**src/rtl/eint_pkg.sv**
```systemverilog
package eint_pkg;
  localparam int unsigned ADDR_MASK = 0;
  localparam int unsigned ADDR_PEND = 1;

  typedef struct packed {
    logic maskWr;
    logic pendClr;
  } eintStrobes_t;
endpackage

```
**src/rtl/eint_ctrl.sv**
```systemverilog
module eint_ctrl
  import eint_pkg::*;
(
  input  logic         regWrEn,
  input  logic         regAddr,
  output eintStrobes_t strobes
);
  always_comb begin
    strobes.maskWr  = regWrEn && (regAddr == 1'(ADDR_MASK));
    strobes.pendClr = regWrEn && (regAddr == 1'(ADDR_PEND));
  end
endmodule

```
**src/rtl/eint_datapath.sv**
```systemverilog
module eint_datapath
  import eint_pkg::*;
#(
  parameter int unsigned NUM_LINES   = 24,
  parameter int unsigned NUM_DIRECT  = 4,
  parameter int unsigned MID_END     = 8,
  parameter int unsigned SYNC_STAGES = 2,
  localparam int unsigned NUM_OUT    = NUM_DIRECT + 2
) (
  input  logic                 clk,
  input  logic                 rstN,
  input  logic [NUM_LINES-1:0] extIrq,
  input  eintStrobes_t         strobes,
  input  logic                 regAddr,
  input  logic [NUM_LINES-1:0] wrData,
  output logic [NUM_LINES-1:0] rdData,
  output logic [NUM_OUT-1:0]   irqOut
);
  localparam logic [NUM_LINES-1:0] LOCKED_BITS = NUM_LINES'((1 << NUM_DIRECT) - 1);
  localparam logic [NUM_LINES-1:0] MASK_RST    = ~LOCKED_BITS;

  logic [NUM_LINES-1:0] syncQ [SYNC_STAGES];
  logic [NUM_LINES-1:0] lastQ;
  logic [NUM_LINES-1:0] riseVec;
  logic [NUM_LINES-1:0] pending;
  logic [NUM_LINES-1:0] mask;
  logic [NUM_LINES-1:0] effective;
  logic [NUM_OUT-1:0]   outNext;

  always_ff @(posedge clk or negedge rstN) begin
    if (!rstN) syncQ[0] <= '0;
    else       syncQ[0] <= extIrq;
  end

  for (genvar s = 1; s < SYNC_STAGES; s++) begin : gSync
    always_ff @(posedge clk or negedge rstN) begin
      if (!rstN) syncQ[s] <= '0;
      else       syncQ[s] <= syncQ[s-1];
    end
  end

  always_ff @(posedge clk or negedge rstN) begin
    if (!rstN) lastQ <= '0;
    else       lastQ <= syncQ[SYNC_STAGES-1];
  end

  assign riseVec = syncQ[SYNC_STAGES-1] & ~lastQ;

  always_ff @(posedge clk or negedge rstN) begin
    if (!rstN) begin
      pending <= '0;
    end else if (strobes.pendClr) begin
      pending <= (pending & ~wrData) | riseVec;
    end else begin
      pending <= pending | riseVec;
    end
  end

  always_ff @(posedge clk or negedge rstN) begin
    if (!rstN)               mask <= MASK_RST;
    else if (strobes.maskWr) mask <= wrData & ~LOCKED_BITS;
  end

  assign effective = pending & ~mask;

  for (genvar d = 0; d < NUM_DIRECT; d++) begin : gDirect
    assign outNext[d] = effective[d];
  end
  assign outNext[NUM_DIRECT]   = |effective[MID_END-1:NUM_DIRECT];
  assign outNext[NUM_DIRECT+1] = |effective[NUM_LINES-1:MID_END];

  always_ff @(posedge clk or negedge rstN) begin
    if (!rstN) irqOut <= '0;
    else       irqOut <= outNext;
  end

  assign rdData = (regAddr == 1'(ADDR_PEND)) ? pending : mask;


  pend_sticky_chk: assert property (@(posedge clk) disable iff (!rstN)
    !strobes.pendClr |=> ((pending & $past(pending)) == $past(pending)));


  pend_clear_chk: assert property (@(posedge clk) disable iff (!rstN)
    strobes.pendClr |=> ((pending & $past(wrData & ~riseVec)) == '0));


  set_wins_chk: assert property (@(posedge clk) disable iff (!rstN)
    (riseVec != '0) |=> ((pending & $past(riseVec)) == $past(riseVec)));


  mask_load_chk: assert property (@(posedge clk) disable iff (!rstN)
    strobes.maskWr |=> (mask == ($past(wrData) & ~LOCKED_BITS)));


  direct_out_chk: assert property (@(posedge clk) disable iff (!rstN)
    1'b1 |=> (irqOut[NUM_DIRECT-1:0] ==
              $past(pending[NUM_DIRECT-1:0] & ~mask[NUM_DIRECT-1:0])));


  group_out_chk: assert property (@(posedge clk) disable iff (!rstN)
    1'b1 |=> ((irqOut[NUM_DIRECT] == $past(|(pending[MID_END-1:NUM_DIRECT] &
                                             ~mask[MID_END-1:NUM_DIRECT]))) &&
              (irqOut[NUM_DIRECT+1] == $past(|(pending[NUM_LINES-1:MID_END] &
                                               ~mask[NUM_LINES-1:MID_END])))));
endmodule

```
**src/rtl/eint_aggregator.sv**
```systemverilog
module eint_aggregator
  import eint_pkg::*;
(
  input  logic        clk,
  input  logic        rstN,
  input  logic [23:0] extIrq,
  input  logic        regWrEn,
  input  logic        regAddr,
  input  logic [23:0] regWrData,
  output logic [23:0] regRdData,
  output logic [5:0]  irqOut
);
  eintStrobes_t strobes;

  eint_ctrl uCtrl (
    .regWrEn (regWrEn),
    .regAddr (regAddr),
    .strobes (strobes)
  );

  eint_datapath #(
    .NUM_LINES   (24),
    .NUM_DIRECT  (4),
    .MID_END     (8),
    .SYNC_STAGES (2)
  ) uDp (
    .clk     (clk),
    .rstN    (rstN),
    .extIrq  (extIrq),
    .strobes (strobes),
    .regAddr (regAddr),
    .wrData  (regWrData),
    .rdData  (regRdData),
    .irqOut  (irqOut)
  );
endmodule

```
**config.mk**
```make
export PLATFORM = sky130hd
export DESIGN_NAME = eint_aggregator
export DESIGN_NICKNAME = d
export VERILOG_FILES = /design/src/rtl/eint_pkg.sv /design/src/rtl/eint_ctrl.sv /design/src/rtl/eint_datapath.sv /design/src/rtl/eint_aggregator.sv
export SDC_FILE = /design/constraint.sdc
export NUM_CORES = 1
export LEC_CHECK = 0
export ABC_AREA = 1
export BUFFER_PORTS_ARGS = -buffer_cell sky130_fd_sc_hd__clkbuf_2
export CAP_MARGIN = 5
export CELL_PAD_IN_SITES_DETAIL_PLACEMENT = 1
export CELL_PAD_IN_SITES_GLOBAL_PLACEMENT = 1
export CORE_MARGIN = 3
export CORE_UTILIZATION = 42
export DETAILED_ROUTE_END_ITERATION = 6
export PLACE_DENSITY_LB_ADDON = 0.15
export SLEW_MARGIN = 5
export SYNTH_ARGS = -nofsm -noshare
export SYNTH_HDL_FRONTEND = slang
export SYNTH_HIERARCHICAL = 1
export SYNTH_SLANG_ARGS = --single-unit
```
**constraint.sdc**
```tcl
create_clock -name clk -period 1.65 [get_ports clk]
set_clock_uncertainty 0.2 [all_clocks]
set_input_delay 0.33 -clock clk [delete_from_list [all_inputs] [get_ports clk]]
set_output_delay 0.33 -clock clk [all_outputs]
set_load 0.05 [all_outputs]
```
==> flow_metrics.py <==
metrics = {
    "timing": {
        "timing.final.ws_setup_ns": -0.2686,
        "fin_crit_ns": 1.919,
        "post-route-period-util_pct": 116.3,
        "rsz0062_at_grt": "yes",
        "final-hold-violation-count": 0,
        "setup_viol": 24,
        "slew_headroom_pct": 77.61,
        "finalMaxSlewViolations": 0,
        "worst_pin_slew_ns": 0.3359,
        "fmax_mhz": 521.2,
    },
    "cts": {
        "cts_tree": "built",
        "cts_sinks": 122,
        "cts_buffers": 17,
        "clockBufferDepth": 2,
        "clkTransAtPathRegs_ns": 0.06,
        "clk_latency_ns": 0.50,
        "h-tree-depth": 4,
        "clock-root-buffer": "clkbuf_8",
    },
    "floorplanning": {
        "dieHeight_um": 105.9,
        "initial_core_util_pct": 44.27,
        "num_rows": 35,
        "coreArea_um2": 9459,
        "io_pins": 82,
        "die_area_um2": 11210,
        "die_w_um": 105.9,
    },
    "cells_and_area": {
        "utilization_pct": 68.99,
        "diodes": 0,
        "stdcell_count": 703,
        "layout-drive-gt1-share_pct": 39.02,
        "area_growth_pct": 55.84,
        "fin_nets": 613,
    },
    "routing": {
        "drtIter0Drc": 103,
        "vias": 3307,
        "ant_nets": 0,
        "dr.pass1.iters": 4,
        "wl_per_cell_um": 17.79,
        "viasPerCell": 4.704,
        "drc_errors": 0,
        "wl_mm": 12.50,
    },
    "power_and_ir_drop": {
        "power_uw": 8258,
        "pwr_density_cell_nw_per_um2": 1265,
        "power.leakage_uw": 0.003209,
        "vdd_drop_max_v": 0.0007839,
    },
    "grt": {
        "grt_overflow": 0,
        "grt_pass1_vias": 3874,
        "antenna_found_initial": 0,
        "grt_max_degree": 41,
        "grt_pass1_wl_mm": 19.87,
        "use_met3_pct": 6.369,
        "use_met2_pct": 45.40,
        "use_met1_pct": 24.58,
        "grt_busiest_layer": "met2",
        "grt_usage_pct": 23.43,
    },
    "flow_run": {
        "drv_cap": 0,
    },
    "worst_setup_path": {
        "crit_path_start_kind": "flop",
        "critPathArrivalTime_ns": 1.39,
        "rr_startpoint": "uDp/mask[22]",
        "r2r_slack_ns": 0.08,
        "worst-setup-path-type": "reg -> out",
        "critPathMaxFanout": 2,
        "cp_data_required_time_ns": 1.12,
        "r2r_cells": 9,
        "cp-end-kind": "output pin",
        "r2r-end": "uDp/irqOut[5]",
    },
    "placed_design": {
        "dp_hpwl_mm": 6.027,
        "dp_slack_ns": -0.02394,
        "globalplace.congestion": 0.7902,
        "io_buffers": 81,
        "dp_cells": 590,
    },
    "outcome": {
        "failed_checks": "negative setup slack",
        "status": "finished, violations left",
    },
    "yosys": {
        "yosysUniqueCellTypes": 12,
        "synth_area_um2": 4188,
        "ys_ff_latch": 122,
        "synth_nets": 433,
        "yosys_warnings": 6,
        "synth_cells": 381,
        "yosysSeqAreaShare_pct": 73.50,
        "syn_avg_cell_area_um2": 10.99,
    },
    "worst_hold_path": {
        "hold_class": "in -> async",
    },
}
## report_power, final
| part | switching, uW | internal [uW] | total (uW) |
|---|---|---|---|
| clock | 1420 | 1920 | 3340 |
| combinational | 865 | 650 | 1520 |
| sequential | 135 | 3270 | 3410 |
| total | 2420 | 5840 | 8260 |
## stage by stage
step                instance area (um^2)   TNS [ns]  hold WS, ns
floorplan                           4188     -3.230      -0.1656
global placement                    4888  -0.007967      0.05445
detailed placement                  4888   -0.06694      0.05946
CTS                                 6330     -6.202      0.06574
global route                        6526     -6.579      0.07049
finish                              6526     -5.046      0.06968
## worst max path at each step
stage                       from            end  slack [ns]  depth (start not counted)
floorplan                regAddr  regRdData[10]       -0.17                          3
global placement         regAddr  regRdData[22]      -0.008                          4
detailed placement       regAddr  regRdData[19]       -0.02                          5
CTS                 uDp/mask[19]  regRdData[19]       -0.31                          3
global route        uDp/mask[10]  regRdData[10]       -0.33                          3
finish              uDp/mask[10]  regRdData[10]       -0.27                          3
## logic make-up (layout without fill, tap and decap cells)
| group | Yosys count | count (layout) | synth area share (%) |
|---|---|---|---|
| AOI/OAI and AO/OA | 64 | 64 | 7.649 |
| and+or+nand+nor | 128 | 128 | 11.65 |
| DFF | 122 | 122 | 73.50 |
| buffers and inverters | 67 | 260 | 7.200 |
## sequential cells by signal, indices dropped and copies added (netlist names)
signal / count
uDp/pending: 24
uDp/mask: 20
uDp/irqOut: 6
uDp/syncQ: 48
uDp/lastQ: 24
## layout by cell type (no fill, tap or decap), types with 3 or more instances in the layout
cell type	Yosys	routed
dfrtp_1	102	102
buf_4	2	39
inv_6	0	5
dlygate4sd3_1	0	49
o21ai_1	23	20
nand2_2	0	3
dfstp_2	20	20
o21ai_2	0	12
nand2_1	123	120
inv_1	56	32
clkbuf_2	0	50
clkbuf_16	0	16
o21ai_4	0	8
buf_12	0	11
clkinv_4	0	4
inv_2	0	24
o21ai_0	41	24
buf_8	0	20
## layer usage
metal / vias to the layer above / wire (um)
met5: - / 0
met4: 0 / 140
met3: 13 / 382
met2: 73 / 7295
met1: 1685 / 4686
li1: 1536 / -
## cell type report
cell class / count / area (um^2)
Clock buffer: 18 / 427.9
Clock inverter: 14 / 115.1
Fill cell: 972 / 2933
Inverter: 56 / 210.2
Multi-Input combinational cell: 192 / 953.4
Sequential cell: 122 / 3078
Tap cell: 129 / 161.4
Timing Repair Buffer: 172 / 1580
## synth_stat cells
cell | count | area share, %
nand2_1 | 123 | 11
dfrtp_1 | 102 | 61
inv_1 | 56 | 5.0
o21ai_0 | 41 | 4.9
o21ai_1 | 23 | 2.7
dfstp_2 | 20 | 13
buf_6 | 5 | 1.3
buf_2 | 4 | 0.48
buf_4 | 2 | 0.36
nand4_1 | 2 | 0.30
nor2_1 | 2 | 0.18
nor2_2 | 1 | 0.15
## worst max-delay path, stage by stage (launching register included)
cell and delay, ns:
dfstp_2 0.54, inv_2 0.05, o21ai_2 0.14, buf_8 0.16
## timing repair
action	CTS	global route
setup endpoints to repair	30	28
endpoints found under the hold margin	175	0
hold buffers	49	0
gates cloned	0	0
buffers inserted	18	14
resized for setup	86	41
pin swaps	15	15
Power figures use the tool's default switching activity.
